===== config.mk =====
export PLATFORM = sky130hd
export DESIGN_NAME = tsout_port
export DESIGN_NICKNAME = d
export VERILOG_FILES = /design/src/rtl/tsout_pkg.sv /design/src/rtl/tsout_serializer.sv /design/src/rtl/tsout_tagger.sv /design/src/rtl/tsout_lock.sv /design/src/rtl/tsout_port.sv
export SDC_FILE = /design/constraint.sdc
export NUM_CORES = 1
export LEC_CHECK = 0
export BUFFER_PORTS_ARGS = -buffer_cell sky130_fd_sc_hd__buf_2
export CORE_MARGIN = 4
export CORE_UTILIZATION = 45
export CTS_BUF_LIST = sky130_fd_sc_hd__clkbuf_4
export CTS_CLUSTER_DIAMETER = 150
export CTS_CLUSTER_SIZE = 24
export DETAILED_ROUTE_END_ITERATION = 16
export PLACE_DENSITY = 0.7
export SYNTH_ARGS = -nofsm -noshare
export SYNTH_HDL_FRONTEND = slang
export SYNTH_SLANG_ARGS = --single-unit
export TNS_END_PERCENT = 5

===== constraint.sdc =====
create_clock -name clk -period 5.08 [get_ports clk]
set_input_delay 0.254 -clock clk [delete_from_list [all_inputs] [get_ports clk]]
set_output_delay 0.254 -clock clk [all_outputs]
set_load 0.05 [all_outputs]

===== src/rtl/tsout_pkg.sv =====
package tsout_pkg;
  typedef struct packed {
    logic sop;
    logic uncor;
  } pkt_tag_t;
endpackage


===== src/rtl/tsout_serializer.sv =====
module tsout_serializer #(
  parameter int DATA_W  = 8,
  parameter int BIT_CYC = 2
) (
  input  logic              clk,
  input  logic              rst_n,
  input  logic              load,
  input  logic [DATA_W-1:0] load_data,
  output logic              busy,
  output logic              last_cyc,
  output logic              bit_out,
  output logic              bit_phase,
  output logic              byte_phase,
  output logic [DATA_W-1:0] byte_out
);
  localparam int SUB_W = $clog2(BIT_CYC);
  localparam int IDX_W = $clog2(DATA_W);
  localparam logic [SUB_W-1:0] SUB_LAST = SUB_W'(BIT_CYC - 1);
  localparam logic [SUB_W-1:0] SUB_HALF = SUB_W'(BIT_CYC / 2);
  localparam logic [IDX_W-1:0] IDX_LAST = IDX_W'(DATA_W - 1);
  localparam logic [IDX_W-1:0] IDX_HALF = IDX_W'(DATA_W / 2);

  logic              busy_q, busy_d;
  logic [SUB_W-1:0]  sub_q, sub_d;
  logic [IDX_W-1:0]  idx_q, idx_d;
  logic [DATA_W-1:0] shf_q, shf_d;
  logic [DATA_W-1:0] byte_q, byte_d;

  always_comb begin
    busy_d = busy_q;
    sub_d  = sub_q;
    idx_d  = idx_q;
    shf_d  = shf_q;
    byte_d = byte_q;
    if (load) begin
      busy_d = 1'b1;
      sub_d  = '0;
      idx_d  = '0;
      shf_d  = load_data;
      byte_d = load_data;
    end else if (busy_q) begin
      if (sub_q == SUB_LAST) begin
        sub_d = '0;
        shf_d = {shf_q[DATA_W-2:0], 1'b0};
        if (idx_q == IDX_LAST) busy_d = 1'b0;
        else                   idx_d  = idx_q + IDX_W'(1);
      end else begin
        sub_d = sub_q + SUB_W'(1);
      end
    end
  end

  always_ff @(posedge clk or negedge rst_n) begin
    if (!rst_n) begin
      busy_q <= 1'b0;
      sub_q  <= '0;
      idx_q  <= '0;
      shf_q  <= '0;
      byte_q <= '0;
    end else begin
      busy_q <= busy_d;
      sub_q  <= sub_d;
      idx_q  <= idx_d;
      shf_q  <= shf_d;
      byte_q <= byte_d;
    end
  end

  assign busy       = busy_q;
  assign last_cyc   = busy_q && (idx_q == IDX_LAST) && (sub_q == SUB_LAST);
  assign bit_out    = busy_q & shf_q[DATA_W-1];
  assign bit_phase  = busy_q && (sub_q >= SUB_HALF);
  assign byte_phase = busy_q && (idx_q >= IDX_HALF);
  assign byte_out   = busy_q ? byte_q : '0;
endmodule


===== src/rtl/tsout_tagger.sv =====
module tsout_tagger
  import tsout_pkg::*;
(
  input  logic     clk,
  input  logic     rst_n,
  input  logic     load,
  input  logic     sop_in,
  input  logic     uncor_in,
  output pkt_tag_t tag
);
  pkt_tag_t tag_q, tag_d;

  always_comb begin
    tag_d = tag_q;
    if (load) begin
      tag_d.sop = sop_in;
      if (sop_in) tag_d.uncor = uncor_in;
    end
  end

  always_ff @(posedge clk or negedge rst_n) begin
    if (!rst_n) tag_q <= '0;
    else        tag_q <= tag_d;
  end

  assign tag = tag_q;
endmodule


===== src/rtl/tsout_lock.sv =====
module tsout_lock (
  input  logic clk,
  input  logic rst_n,
  input  logic sync_a,
  input  logic sync_b,
  input  logic sync_c,
  input  logic irq_mode,
  input  logic irq_clr,
  output logic lock_o
);
  logic cond, cond_q, irq_q, irq_d;

  assign cond = sync_a & sync_b & sync_c;

  always_comb begin
    irq_d = irq_q;
    if (cond != cond_q) irq_d = 1'b1;
    else if (irq_clr)   irq_d = 1'b0;
  end

  always_ff @(posedge clk or negedge rst_n) begin
    if (!rst_n) begin
      cond_q <= 1'b0;
      irq_q  <= 1'b0;
    end else begin
      cond_q <= cond;
      irq_q  <= irq_d;
    end
  end

  assign lock_o = irq_mode ? irq_q : cond_q;
endmodule


===== src/rtl/tsout_port.sv =====
module tsout_port
  import tsout_pkg::*;
#(
  parameter int DATA_W  = 8,
  parameter int BIT_CYC = 2
) (
  input  logic              clk,
  input  logic              rst_n,
  input  logic              in_valid,
  output logic              in_ready,
  input  logic [DATA_W-1:0] in_data,
  input  logic              in_sop,
  input  logic              in_uncor,
  output logic [DATA_W-1:0] par_data,
  output logic              par_clk,
  output logic              par_en,
  output logic              par_sync,
  output logic              par_uncor,
  output logic              ser_data,
  output logic              ser_clk,
  output logic              ser_en,
  output logic              ser_sync,
  output logic              ser_uncor,
  input  logic              sync_demod,
  input  logic              sync_fec,
  input  logic              sync_dil,
  input  logic              irq_mode,
  input  logic              irq_clr,
  output logic              lock_o
);
  logic     busy, last_cyc, accept, bit_out, bit_phase, byte_phase;
  pkt_tag_t tag;

  assign in_ready = ~busy | last_cyc;
  assign accept   = in_valid & in_ready;

  tsout_serializer #(.DATA_W(DATA_W), .BIT_CYC(BIT_CYC)) u_ser (
    .clk(clk), .rst_n(rst_n), .load(accept), .load_data(in_data),
    .busy(busy), .last_cyc(last_cyc), .bit_out(bit_out),
    .bit_phase(bit_phase), .byte_phase(byte_phase), .byte_out(par_data)
  );

  tsout_tagger u_tag (
    .clk(clk), .rst_n(rst_n), .load(accept),
    .sop_in(in_sop), .uncor_in(in_uncor), .tag(tag)
  );

  tsout_lock u_lock (
    .clk(clk), .rst_n(rst_n), .sync_a(sync_demod), .sync_b(sync_fec),
    .sync_c(sync_dil), .irq_mode(irq_mode), .irq_clr(irq_clr), .lock_o(lock_o)
  );

  assign par_en    = busy;
  assign par_clk   = byte_phase;
  assign par_sync  = busy & tag.sop;
  assign par_uncor = busy & tag.uncor;
  assign ser_en    = busy;
  assign ser_clk   = bit_phase;
  assign ser_data  = bit_out;
  assign ser_sync  = busy & tag.sop;
  assign ser_uncor = busy & tag.uncor;
endmodule


### After elaboration in Yosys (flattened, before gate mapping)

Index checks and enable logic that the tools add are counted.

| cells by class | value |
|---|---|
| eq/ne operators | 3 |
| bitwise operators | 8 |
| magnitude comparators | 2 |
| multiplexer cells | 18 |
| add/sub/neg operators | 2 |
| reduce and logical (&&, ||, !) cells | 10 |

Operators with widths:

| operator | number |
|---|---|
| 2-to-1 mux 8 bit | 4 |
| 2-to-1 mux 3 bit | 4 |
| 2-to-1 mux 1 bit | 10 |
| AND 1 bit | 6 |
| nonzero test 2 bit | 3 |
| logical AND 1 bit | 4 |
| AND reduction 2 bit | 2 |
| adder 3 x 1 -> 3 bit, second input constant | 1 |
| equality test 3 bit, second input constant | 1 |
| >= comparator 3 bit, second input constant | 1 |
| AND reduction 3 bit | 1 |
| != test 2 bit, second input constant | 1 |
| adder 1 bit, second input constant | 1 |
| >= comparator 1 bit, second input constant | 1 |
| != test 1 bit | 1 |
| inverter 1 bit | 1 |
| OR 1 bit | 1 |

| word-level totals | value |
|---|---|
| register bits after elaboration | 25 |
| input port bits | 18 |
| output and inout bits | 19 |

### Logic depth before layout (Yosys ltp)

Gate-level depths: netlist of the first run.

| logic depth | value |
|---|---|
| depth after elaboration | 7 |
| depth in mapped cells | 7 |
| mapped depth without buffers | 6 |

### Modules after synthesis

Synthesis of the first run repeated with hierarchy kept, for this count alone.

| unflattened totals | value |
|---|---|
| cell total of the unflattened synthesis | 125 |
| area, all modules | 1345.0 um^2 |

Modules (own cells, without submodules):

| module | sequential area each (um^2) | times used | area an instance (um^2) | cells each |
|---|---|---|---|---|
| tsout_serializer | 525.5 | 1 | 1107.3 | 104 |
| tsout_lock | 50.0 | 1 | 100.1 | 8 |
| tsout_tagger | 50.0 | 1 | 77.6 | 6 |
| tsout_port | 0.0 | 1 | 60.1 | 7 |

### Least setup slack after synthesis of the first run

Ideal clock, no wire load.

| timing path | value |
|---|---|
| kind | register -> output |
| from | register u_ser.busy_q (netlist: u_ser.busy) |
| to | output ser_sync |
| path buffers | 3 |
| slack | 2.894 ns |
| cell stages (with the launch flop) | 5 |
| data arrival time | 1.932 ns |
| required time | 4.826 ns |
| path through | dfrtp_1 buf_2 clkbuf_1 and2_1 buf_4 |

| on the way | value |
|---|---|
| longest elaborated chain between the ends | 1 |

Ends and longest elaborated chain:

| item | RTL line | source |
|---|---|---|
| from (decl) | tsout_serializer.sv:23 | `logic busy_q, busy_d;` |
| from (signal assigned) | tsout_serializer.sv:61 | `busy_q <= busy_d;` |
| AND 1 bit | n/a |  |
| to (decl) | tsout_port.sv:22 | `output logic ser_sync,` |

No other way between the ends.

### Worst setup path after layout of the first run

| timing path | value |
|---|---|
| from | register u_ser.busy_q (netlist: u_ser.busy) |
| to | output ser_clk |

| on the way | value |
|---|---|
| longest elaborated chain between the ends | 1 |

Ends and longest elaborated chain:

| item | RTL line | source |
|---|---|---|
| logical AND 1 bit | tsout_serializer.sv:72 | `assign bit_phase = busy_q && (sub_q >= SUB_HALF);` |
| to (decl) | tsout_port.sv:20 | `output logic ser_clk,` |

No other way between the ends.

==> results of run 1 <==
[kinds of logic (layout without fill, tap and decap cells)]
| group | after synthesis | in the layout |
|---|---|---|
| adder cells (fa/ha/maj) | 2 | 2 |
| AO/OA/AOI/OAI | 22 | 22 |
| buffers and inverters | 14 | 47 |
| XOR/XNOR | 1 | 1 |
| AND/OR/NAND/NOR | 31 | 31 |
| flip-flops | 25 | 25 |
| multiplexers | 18 | 18 |
[through the flow]
step           setup WS (ns)  instance area, µm²  total power [mW]
2_1_floorplan           2.89                1320             0.833
4_1_cts                 3.04                1500              1.03
6_report                3.06                1500              1.02
3_5_place_dp            3.27                1460             0.935
3_3_place_gp            3.33                1460             0.923
5_1_grt                 2.88                1500              1.09
[synthesized netlist by cell type]
library cell               count  area [µm²]
sky130_fd_sc_hd__buf_2         1        5.00
sky130_fd_sc_hd__ha_1          2        25.0
sky130_fd_sc_hd__o22ai_1       5        31.3
sky130_fd_sc_hd__buf_4         4        30.0
sky130_fd_sc_hd__dfrtp_1      25         626
sky130_fd_sc_hd__or2b_1        4        30.0
sky130_fd_sc_hd__o21ai_0       7        35.0
sky130_fd_sc_hd__a22o_1        2        17.5
sky130_fd_sc_hd__clkbuf_1      1        3.75
sky130_fd_sc_hd__buf_12        1        20.0
sky130_fd_sc_hd__nand2_1       5        18.8
sky130_fd_sc_hd__inv_4         1        6.26
sky130_fd_sc_hd__nand2_4       1        11.3
sky130_fd_sc_hd__xnor2_1       1        8.76
sky130_fd_sc_hd__and3_1        1        6.26
sky130_fd_sc_hd__nor2_1        1        3.75
sky130_fd_sc_hd__mux2_2        9         101
sky130_fd_sc_hd__buf_6         1        11.3
sky130_fd_sc_hd__a21oi_1       4        20.0
sky130_fd_sc_hd__or3_1         3        18.8
sky130_fd_sc_hd__and2_1       13        81.3
sky130_fd_sc_hd__o221a_2       3        33.8
sky130_fd_sc_hd__inv_1         5        18.8
sky130_fd_sc_hd__nand2b_1      1        6.26
sky130_fd_sc_hd__nor2b_1       1        6.26
sky130_fd_sc_hd__nand3_1       1        5.00
sky130_fd_sc_hd__mux2_4        5        75.1
sky130_fd_sc_hd__a21boi_4      1        18.8
sky130_fd_sc_hd__mux2i_1       4        40.0
[final cells by class]
| type | instances | area, µm² | area share (%) |
|---|---|---|---|
| clock buffers | 4 | 30.0 | 2.00 |
| multi-input cells | 74 | 594 | 39.5 |
| repair buffers | 37 | 190 | 12.6 |
| inverters | 6 | 25.0 | 1.66 |
| well taps | 31 | 38.8 | 2.58 |
| flip-flops and latches | 25 | 626 | 41.6 |
[worst max-delay path, cell delays in order, from the launching register on]
cell and delay, ns:
sky130_fd_sc_hd__dfrtp_1 0.80, sky130_fd_sc_hd__nand2_1 0.27, sky130_fd_sc_hd__inv_1 0.12, sky130_fd_sc_hd__buf_2 0.26
[sequential cells by signal, summed over array words and instances (netlist names)]
register and count:
u_ser.idx_q 3, u_lock.irq_q 1, u_ser.byte_q 8, u_ser.sub_q 1, u_ser.busy 1, u_tag.tag 2, u_ser.shf_q 8, u_lock.cond_q 1
[final timing paths]
| check | start | to | slack (ns) | cells past startpoint |
|---|---|---|---|---|
| worst max register to register | u_ser.busy$_DFF_PN0_ | u_ser.byte_q[1]$_DFFE_PN0P_ | 3.25 | 4 |
| max in group asynchronous | rst_n | u_ser.idx_q[2]$_DFFE_PN0P_ | 4.28 | 2 |
| worst min-delay path | irq_clr | u_lock.irq_q$_DFFE_PN0P_ | 0.12 | 2 |
| min in group asynchronous | rst_n | u_ser.byte_q[7]$_DFFE_PN0P_ | 0.43 | 2 |
| worst max-delay path | u_ser.busy$_DFF_PN0_ | ser_clk | 3.06 | 3 |
| worst min register to register | u_tag.tag[0]$_DFFE_PN0P_ | u_tag.tag[0]$_DFFE_PN0P_ | 0.51 | 1 |
[per-layer routing]
layer / GRT usage (%) / part of all wire (%)
met1: 18.3 / 43
met2: 24.6 / 49
met3: 4.55 / 7.1
met4: 3.64 / 0.87
met5: 0 / 0
[power by group]
| group | leakage (nW) | switching (mW) | internal, mW |
|---|---|---|---|
| registers | 0.297 | 0.0578 | 0.283 |
| clock network | 0.0184 | 0.0578 | 0.0361 |
| logic | 0.469 | 0.378 | 0.208 |
| total | 0.784 | 0.494 | 0.527 |
==> results.md, run 1 <==
- Placer Congestion: 0.768
- Rel. slew slack: about 55%
- Average wire per cell in the routed design: 14.3 µm
- Number of input and output port buffers inserted: 36
- Fin crit share: approximately 40%
- Multiplexer area fraction after synthesis: between 15 and 20%
- Proportion of layout cells with a drive suffix above 1: between 40% and 50%
- Clock transition at the registers of the reported paths: roughly 0.13 ns
- Critical path launch point type: flop
- Final Hold Violating Endpoints: 0
- Simple logic cell fraction of the synthesized area: roughly 14%
- Cell chosen for the clock root: sky130_fd_sc_hd__clkbuf_4
- Total congestion overflow after global routing: 0
- Part of the Yosys area used for sequential elements: 47.6%
- Upper clock frequency limit: 495 MHz
- Commonest non-fill, non-tap cells in the layout: sky130_fd_sc_hd__buf_2, sky130_fd_sc_hd__dfrtp_1, sky130_fd_sc_hd__and2_1, sky130_fd_sc_hd__mux2_2, sky130_fd_sc_hd__o21ai_0
- Largest family of logic cells by synthesized area: multiplexers
- Via count normalized by instance count: ~5.2
- Post-synth design cell area: approximately 0.0013 mm²
- Area fraction in compound gates after synthesis: a little under an eighth
- Critical path class: flop to output pin
- Wire length of the first global-routing pass: roughly 4200 µm
- Die W: 62.1 µm
- Data arrival at the endpoint of the critical path: about 1.8 ns
- Total routed wirelength: ~2500 µm
- Die footprint: approximately 0.0039 mm²
- Remaining antenna violation count: 0
- Bufs on Longest Clock Path: 2
- Share of the synthesized netlist area taken by xor and xnor gates: less than 1%
- Post-synthesis to final-layout area growth: 14.4%
- Resize count post-CTS: 0
- Starting density of the core: a little under half
- Number of buffers inserted during clock tree synthesis: 3
- Via count of the first global-routing pass: 917
- Critical path capture point type: output pin
- Largest fanout on the critical path: 28
- Actual transition at the worst max-transition pin: roughly 0.68 ns
- Clock latency reported for the late side of the worst-skew pair: 0.32 ns
- Die height: between 60 and 70 µm
- Core ar.: around 0.0028 mm²
- Number of rows in the core area: 19
- Hold slack: approximately 0.12 ns
- Slew Viols, Final: 0
- Status: finished clean
- Final setup skew: roughly 0.0030 ns
- TritonCTS clock tree: yes
- Depth of the CTS H-tree: 1
- Number of antenna diodes: 0
- First-pass iteration count of the detailed router: 4
- Distinct cell type count of the synthesized netlist: 29
- Number of inserted filler cells in the final layout: between 200 and 300
- Top-Level Pins: 37
- Clock sinks: 25
- Min Clock Period, post-route: between 2 and 2.5 ns
- Number of warning messages in the yosys log: 0
- Power density over the cells: approximately 680 mW/mm²
- Placed cells: between 150 and 200
- Maximum number of pins on one net before global-route repair: 29
- DRC violation count after routing: 0
- Final layout net count: between 150 and 200
- Setup bufs post-CTS: 0
- Number of DRC markers after the initial detailed-route iteration: 24
- Utilization of the core after routing: a little over half
- Static Leakage: slightly below 0.8 nW
- Global-route usage over all layers: around 15%
- Antenna violations before repair: 0
- Worst Path Required: 4.83 ns
- Total via count in the routed design: about 900
- Number of nets in the synthesized netlist: 133
- HP Class: primary input to flop
- Number of standard cells in the layout, taps in and fillers out: 177
- Maximum vdd drop: 478 µV
- Yosys reg bits: 25
- Max capacitance violation total: 0
- Avg Cell Area, Syn: ~12 µm²
- Cells after synthesis: ~110
- Most common cell after layout, fill and taps aside: sky130_fd_sc_hd__buf_2
- Number of hold buffers added after cts: 1
- RSZ-0062 raised after global routing: false
- Setup-violating endpoint count in the final report: 0
- Post-synthesis adder-cell area fraction: under 10%
- Sum of negative setup slack: 0 ns
(Power assumes the default switching activity.)
==> run 2: changes to the inputs <==
==> constraint.sdc (replaced) <==
create_clock -name clk -period 1.99 [get_ports clk]
set_input_delay 0.0995 -clock clk [delete_from_list [all_inputs] [get_ports clk]]
set_output_delay 0.0995 -clock clk [all_outputs]
set_load 0.05 [all_outputs]
==> run 2 against run 1 <==
Worst hold slack worse by 0.11 ns. Largest cell class unchanged. Critical endpoint is now u_ser.byte_q[1]$_DFFE_PN0P_. Highest routed layer unchanged. Critical path type is now flop to flop. Cell area rose by 0.75%. Count of clock-buffer cells in the layout is the same. Register-to-register slack worse by 3.1 ns.
==> results.md, run 2 (same netlist as run 1, synthesis figures left out) <==
- Status: finished clean
- Critical Path, Cell by Cell: ha_1 > ha_1 > a21boi_4 > inv_4 > nand2_4 > mux2_2
- Actual transition at the worst max-transition pin: 0.547 ns (-0.133 ns)
- Starting density of the core: 47.3% (unchanged)
- Most common cell type on the critical path: sky130_fd_sc_hd__ha_1
- Number of inserted filler cells in the final layout: 268 (+1.5%)
- Total via count in the routed design: 946 (+2.0%)
- Static Leakage: 0.788 nW (+0.49%)
- Placer Congestion: 0.734 (-4.4%)
- Total routed wirelength: 2590 µm (+2.7%)
- Clock sinks: 25 (unchanged)
- Die W: 62.1 µm (unchanged)
- Highest cell delay on the worst timing path: 0.42 ns (-0.38 ns)
- DRC violation count after routing: 0 (unchanged)
- Hold slack: 0.00477 ns (-0.110 ns)
- Number of input and output port buffers inserted: 36 (unchanged)
- Post-synthesis to final-layout area growth: 15.2%
- Maximum vdd drop: 1070 µV (+120%)
- Final layout net count: 168 (+0.60%)
- Upper clock frequency limit: about 550 MHz
- Number of rows in the core area: 19 (unchanged)
- Wire length of the first global-routing pass: 4320 µm (+3.3%)
- Number of antenna diodes: 0 (unchanged)
- Bufs on Longest Clock Path: 2 (unchanged)
- Placement Cell Area: 0.00147 mm² (about the same)
- Final non-filler cell area: 0.00152 mm² (+0.75%)
- Critical path class: flop to flop
- Critical path capture point type: flop
- Data arrival at the endpoint of the critical path: 2.03 ns (+0.26 ns)
- Total congestion overflow after global routing: 0 (unchanged)
- Clock latency reported for the late side of the worst-skew pair: 0.32 ns (about the same)
- RSZ-0062 raised after global routing: false
- Core ar.: 0.00278 mm² (unchanged)
- Worst Path Required: 2.21 ns (-2.62 ns)
- Slew Viols, Final: 0 (unchanged)
- Largest fanout on the critical path: 12 (-57%)
- Placed cells: 172 (unchanged)
- Final Hold Violating Endpoints: 0 (unchanged)
- Power density over the cells: 1720 mW/mm² (+150%)
- Die footprint: 0.00385 mm² (unchanged)
- Met3 wire length: 169 µm (-5.6%)
- Depth of the CTS H-tree: 1 (unchanged)
- Global-route usage over all layers: 15.2% (+0.55 points)
- Proportion of layout cells with a drive suffix above 1: 41.5% (+0.40 points)
- Final setup skew: 0.00341 ns (+0.000383 ns)
- HP Class: primary input to flop
- Remaining antenna violation count: 0 (unchanged)
- Met1 wire length: 1190 µm (+9.1%)
- Cell chosen for the clock root: sky130_fd_sc_hd__clkbuf_4
- Setup-violating endpoint count in the final report: 0 (unchanged)
- Top Layer Used: met4
- Sum of net half-perimeters after detailed placement: between 1500 and 2000 µm
- Min Clock Period, post-route: 1.81 ns
- Largest registers: u_ser.byte_q: 8 flops, u_ser.shf_q: 8 flops, u_ser.idx_q: 3 flops
- Sum of negative setup slack: 0 ns (unchanged)
- Antenna violations before repair: 0 (unchanged)
- Top-Level Pins: 37 (unchanged)
- Number of buffers inserted during clock tree synthesis: 3 (unchanged)
- Critical path launch point type: flop
- Cell at the slowest stage of the critical path: sky130_fd_sc_hd__dfrtp_1
- Max capacitance violation total: 0 (unchanged)
- Via count of the first global-routing pass: 957 (+4.4%)
- Most common cell after layout, fill and taps aside: sky130_fd_sc_hd__buf_2
- Number of DRC markers after the initial detailed-route iteration: 29 (+21%)
- Number of standard cells in the layout, taps in and fillers out: 178 (+0.56%)
- First-pass iteration count of the detailed router: 4 (unchanged)
- TritonCTS clock tree: yes
- Fin crit share: 90.8%
- Commonest non-fill, non-tap cells in the layout: sky130_fd_sc_hd__buf_2, sky130_fd_sc_hd__dfrtp_1, sky130_fd_sc_hd__and2_1, sky130_fd_sc_hd__mux2_2, sky130_fd_sc_hd__o21ai_0
- Maximum number of pins on one net before global-route repair: 29 (unchanged)
- WL met2: 1180 µm (-3.7%)
- Via count normalized by instance count: 5.31 (+1.5%)
- Resize count post-CTS: 0 (unchanged)
- Worst slack, placed: 0.199 ns (-3.07 ns)
- Rel. slew slack: 63.5% (+8.9 points)
- Final worst-path setup slack: 0.183 ns (-2.87 ns)
- Average wire per cell in the routed design: 14.6 µm (+2.1%)
- Clock transition at the registers of the reported paths: 0.13 ns (about the same)
- Die height: 62.1 µm (unchanged)
## run 2: cell count changes in the layout (fill, tap and decap cells not counted)
| cell | delta |
|---|---|
| sky130_fd_sc_hd__dfrtp_1 | -1 |
| sky130_fd_sc_hd__dfrtp_2 | +1 |
| sky130_fd_sc_hd__dlygate4sd3_1 | +1 |
## run 2: critical path, delay by kind of cell, from the launching register on
| kind | cells | cell delay, ns |
|---|---|---|
| DFF | 1 | 0.42 |
| muxes | 1 | 0.36 |
| buffers and inverters | 1 | 0.07 |
| adders and majority gates | 2 | 0.46 |
| AOI/OAI and AO/OA | 1 | 0.23 |
| and+or+nand+nor | 1 | 0.17 |
## run 2: final cells by class
type	count	area (µm²)	area share (%)
Inverter	6	25.0	1.65
Tap cell	31	38.8	2.56
Clock buffer	4	30.0	1.98
Sequential cell	25	627	41.4
Multi-Input combinational cell	74	594	39.2
Timing Repair Buffer	38	200	13.2
## run 2: what timing repair did
| action | in CTS | in global routing |
|---|---|---|
| setup endpoints to repair | 0 | 0 |
| hold endpoints to repair | 26 | 0 |
| buffers inserted | 0 | 0 |
| hold buffers | 2 | 0 |
## run 2: per-layer routing
| layer | GRT usage [%] | up-vias |
|---|---|---|
| met1 | 20.2 | 454 |
| li1 | - | 457 |
| met4 | 6.36 | 0 |
| met2 | 24.7 | 29 |
| met3 | 2.07 | 6 |
| met5 | 0 | - |
## run 2: path summary, 6_finish.rpt
kind | startpoint | end | slack [ns] | cells past startpoint
max | u_ser.idx_q[0]$_DFFE_PN0P_ | u_ser.byte_q[1]$_DFFE_PN0P_ | 0.18 | 6
max reg2reg | u_ser.idx_q[0]$_DFFE_PN0P_ | u_ser.byte_q[1]$_DFFE_PN0P_ | 0.18 | 6
min | in_uncor | u_tag.tag[0]$_DFFE_PN0P_ | 0.005 | 2
min in group asynchronous | rst_n | u_ser.byte_q[3]$_DFFE_PN0P_ | 0.28 | 2
max in group asynchronous | rst_n | u_ser.busy$_DFF_PN0_ | 1.32 | 2
min reg2reg | u_tag.tag[0]$_DFFE_PN0P_ | u_tag.tag[0]$_DFFE_PN0P_ | 0.52 | 1
## run 2: through the flow
step / power [mW] / util [%]
after floorplan: 2.13 / -
after global placement: 2.35 / 52.7
after detailed placement: 2.38 / 52.7
after CTS: 2.63 / 54.5
after global routing: 2.79 / 54.5
final: 2.61 / 54.5
## run 2: power by group
| group | internal (mW) | total, mW | switching (mW) |
|---|---|---|---|
| clock | 0.0921 | 0.243 | 0.151 |
| combinational | 0.532 | 1.49 | 0.961 |
| sequential | 0.723 | 0.875 | 0.152 |
| total | 1.35 | 2.61 | 1.26 |
==> run 3: changes to the inputs <==
--- a/config.mk
+++ b/config.mk
@@ -12,7 +12,7 @@
 export CTS_CLUSTER_DIAMETER = 150
 export CTS_CLUSTER_SIZE = 24
 export DETAILED_ROUTE_END_ITERATION = 16
-export PLACE_DENSITY = 0.7
+export PLACE_DENSITY = 0.73
 export SYNTH_ARGS = -nofsm -noshare
 export SYNTH_HDL_FRONTEND = slang
 export SYNTH_SLANG_ARGS = --single-unit
==> constraint.sdc (replaced) <==
create_clock -name clk -period 1.6 [get_ports clk]
set_input_delay 0.08 -clock clk [delete_from_list [all_inputs] [get_ports clk]]
set_output_delay 0.08 -clock clk [all_outputs]
set_load 0.05 [all_outputs]
==> run 3 against run 2 <==
The run now ends with setup timing left. Clock power up 21%. Critical endpoint is now in_ready. Critical path type is now flop to output pin. Cell area up 11%. Highest routed layer unchanged. Setup slack worse by 0.25 ns. Worst hold slack better by 0.0072 ns. Non-clock buffer count up 11. Via count up 3.8%. Total power up 32%. Die area unchanged. Utilization up 6.1 points. First-iteration DRC count up 10%. Global-route usage up 1.2 points.
==> results.md, run 3 (same netlist as run 1, synthesis figures left out) <==
- FF-to-FF setup slack: -0.02 ns (-0.20 ns)
- Core ar.: 0.00278 mm² (unchanged)
- Final worst-path setup slack: -0.0676 ns (-0.251 ns)
- Slew Viols, Final: 0 (unchanged)
- Power density over the cells: 2050 mW/mm² (+19%)
- Data arrival at the endpoint of the critical path: 1.59 ns (-0.44 ns)
- Total congestion overflow after global routing: 0 (unchanged)
- Die footprint: 0.00385 mm² (unchanged)
- Total routed wirelength: 2820 µm (+9.0%)
- Violated checks: setup timing
- Min Clock Period, post-route: 1.67 ns
- Post-synthesis to final-layout area growth: 28.1%
- Number of inserted filler cells in the final layout: 227 (-15%)
- Remaining antenna violation count: 0 (unchanged)
- Clock transition at the registers of the reported paths: 0.15 ns (+0.02 ns)
- Sequential share of power: 31.8% (-1.7 points)
- Number of rows in the core area: 19 (unchanged)
- Placer Congestion: 0.733 (about the same)
- Setup-violating endpoint count in the final report: 7 (+7)
- Global-route usage over all layers: 16.4% (+1.2 points)
- Number of antenna diodes: 0 (unchanged)
- Starting density of the core: 47.3% (unchanged)
- Clock latency reported for the late side of the worst-skew pair: 0.33 ns (about the same)
- Number of input and output port buffers inserted: 36 (unchanged)
- RSZ-0062 raised after global routing: true
- HP Class: primary input to flop
- Depth of the CTS H-tree: 1 (unchanged)
- Number of cells on the critical path: 6 (unchanged)
- Combinational share of power: 59.7% (+2.5 points)
- Top-Level Pins: 37 (unchanged)
- Antenna violations before repair: 0 (unchanged)
- Crit-path leading delay family: flip-flops
- Final setup skew: 0.0161 ns (+0.0127 ns)
- Hold slack: 0.0120 ns (+0.00719 ns)
- Clock Power Share: 8.5% (-0.8 points)
- Clock sinks: 25 (unchanged)
- Multi-input logic area: 633 µm² (+6.5%)
- Maximum vdd drop: 1430 µV (+33%)
- Critical Path, Cell by Cell: ha_2 > ha_4 > a21boi_4 > inv_6 > buf_6 > buf_8
- Upper clock frequency limit: 600 MHz
- Static Leakage: 0.844 nW (+7.1%)
- Worst Path Required: 1.52 ns (-0.69 ns)
- Average wire per cell in the routed design: 14.9 µm (+2.6%)
- Max capacitance violation total: 0 (unchanged)
- Worst setup path endpoint: in_ready
- Final non-filler cell area: 0.00168 mm² (+11%)
- Die height: 62.1 µm (unchanged)
- Actual transition at the worst max-transition pin: 0.568 ns (+0.0209 ns)
- Placement Cell Area: 0.00151 mm² (+2.9%)
- TritonCTS clock tree: yes
- Commonest non-fill, non-tap cells in the layout: sky130_fd_sc_hd__buf_2, sky130_fd_sc_hd__dfrtp_1, sky130_fd_sc_hd__and2_1, sky130_fd_sc_hd__clkbuf_4, sky130_fd_sc_hd__mux2_2
- Critical path class: flop to output pin
- Via count normalized by instance count: 5.20 (-2.2%)
- DRC violation count after routing: 0 (unchanged)
- Total via count in the routed design: 982 (+3.8%)
- Final Hold Violating Endpoints: 0 (unchanged)
- Via count of the first global-routing pass: 1003 (+4.8%)
- Proportion of layout cells with a drive suffix above 1: 46.8% (+5.3 points)
- Most common cell after layout, fill and taps aside: sky130_fd_sc_hd__buf_2
- First-pass iteration count of the detailed router: 2 (-2)
- Number of DRC markers after the initial detailed-route iteration: 32 (+10%)
- Worst reg2reg path depth: 6 (unchanged)
- Die W: 62.1 µm (unchanged)
- Largest registers: u_ser.byte_q: 8 flops, u_ser.shf_q: 8 flops, u_ser.idx_q: 3 flops
- Pwr Total: 3.45 mW (+32%)
- Total buffers and inverters traversed by the critical path: 3 (+2)
- Worst reg2reg startpoint: u_ser.idx_q[1]$_DFFE_PN0P_
- Bufs on Longest Clock Path: 2 (unchanged)
- Wire length of the first global-routing pass: 4660 µm (+8.0%)
- Rel. slew slack: 62.1% (-1.4 points)
- Worst Setup SP: u_ser.idx_q[1]$_DFFE_PN0P_
- Sum of negative setup slack: -0.141 ns (-0.141 ns)
- Power spent charging and discharging nets: 1.64 mW (+30%)
- Cell chosen for the clock root: sky130_fd_sc_hd__clkbuf_4
- Largest fanout on the critical path: 3 (-9)
- Number of buffers inserted during clock tree synthesis: 3 (unchanged)
- Switching Fraction: 47.5% (-0.88 points)
- Internal power component: 1.81 mW (+34%)
- Critical path capture point type: output pin
- Cell at the slowest stage of the critical path: sky130_fd_sc_hd__dfrtp_1
- Critical path launch point type: flop
- Status: complete, but fails checks
- Final layout net count: 179 (+6.5%)
- Fin crit share: 104%
- Worst reg2reg endpoint: u_ser.byte_q[1]$_DFFE_PN0P_
- Maximum number of pins on one net before global-route repair: 26 (-10%)
- FF/Latch Area: 627 µm² (unchanged)
- Highest cell delay on the worst timing path: 0.42 ns (about the same)
==> run 3: through the flow <==
step	setup WS [ns]	util, %	std cells
after floorplan	-0.0540	-	113
after global placement	-0.00299	54.2	175
after detailed placement	-0.0566	54.2	175
after CTS	-0.109	59.1	188
after global routing	-0.137	60.5	189
final	-0.0676	60.5	189
==> run 3: worst reg2reg max path, stage by stage (launching register included) <==
cell	delay, ns
sky130_fd_sc_hd__dfrtp_1	0.42
sky130_fd_sc_hd__ha_2	0.19
sky130_fd_sc_hd__ha_4	0.17
sky130_fd_sc_hd__a21boi_4	0.18
sky130_fd_sc_hd__inv_6	0.05
sky130_fd_sc_hd__nand2_4	0.17
sky130_fd_sc_hd__mux2_2	0.36
==> run 3: worst min-delay path by stage <==
stage	slack, ns	cells past startpoint	end	start
after detailed placement	0.10	1	u_ser.byte_q[2]$_DFFE_PN0P_	rst_n
after CTS	0.002	2	u_ser.byte_q[7]$_DFFE_PN0P_	in_data[7]
final	0.01	2	u_ser.byte_q[1]$_DFFE_PN0P_	in_data[1]
after global routing	0.003	2	u_ser.byte_q[5]$_DFFE_PN0P_	in_data[5]
after floorplan	-0.22	0	u_lock.cond_q$_DFF_PN0_	rst_n
after global placement	0.09	1	u_ser.byte_q[7]$_DFFE_PN0P_	rst_n
==> run 3: layout make-up <==
cell class | count | area share (%)
clock inverter | 1 | 0.446
multi-input combinational | 74 | 37.6
clock buffer | 3 | 1.34
inverter | 6 | 1.63
tap | 31 | 2.30
timing repair buffer | 49 | 19.5
sequential | 25 | 37.2
==> run 3: power groups by stage <==
stage | combinational, mW | clock, mW | sequential, mW
CTS | 2.03 | 0.310 | 1.09
global route | 2.22 | 0.334 | 1.13
finish | 2.06 | 0.295 | 1.09
global placement | 1.91 | 0 | 1.09
detailed placement | 1.96 | 0 | 1.11
floorplan | 1.65 | 0 | 1.03
==> run 3: layer usage <==
metal | part of all wire (%) | wire, µm | global-route usage [%] | up-vias
met2 | 52 | 1480 | 29.4 | 19
li1 | - | - | - | 478
met4 | 0.32 | 9 | 3.64 | 0
met5 | 0 | 0 | 0 | -
met3 | 3.9 | 110 | 2.69 | 2
met1 | 43 | 1230 | 20.5 | 483
==> run 3: what timing repair did <==
action | in CTS | in global routing
endpoints found under the setup margin | 8 | 29
hold buffers | 6 | 1
resized for setup | 6 | 11
pin swaps | 1 | 1
buffers inserted | 3 | 0
endpoints found under the hold margin | 30 | 1
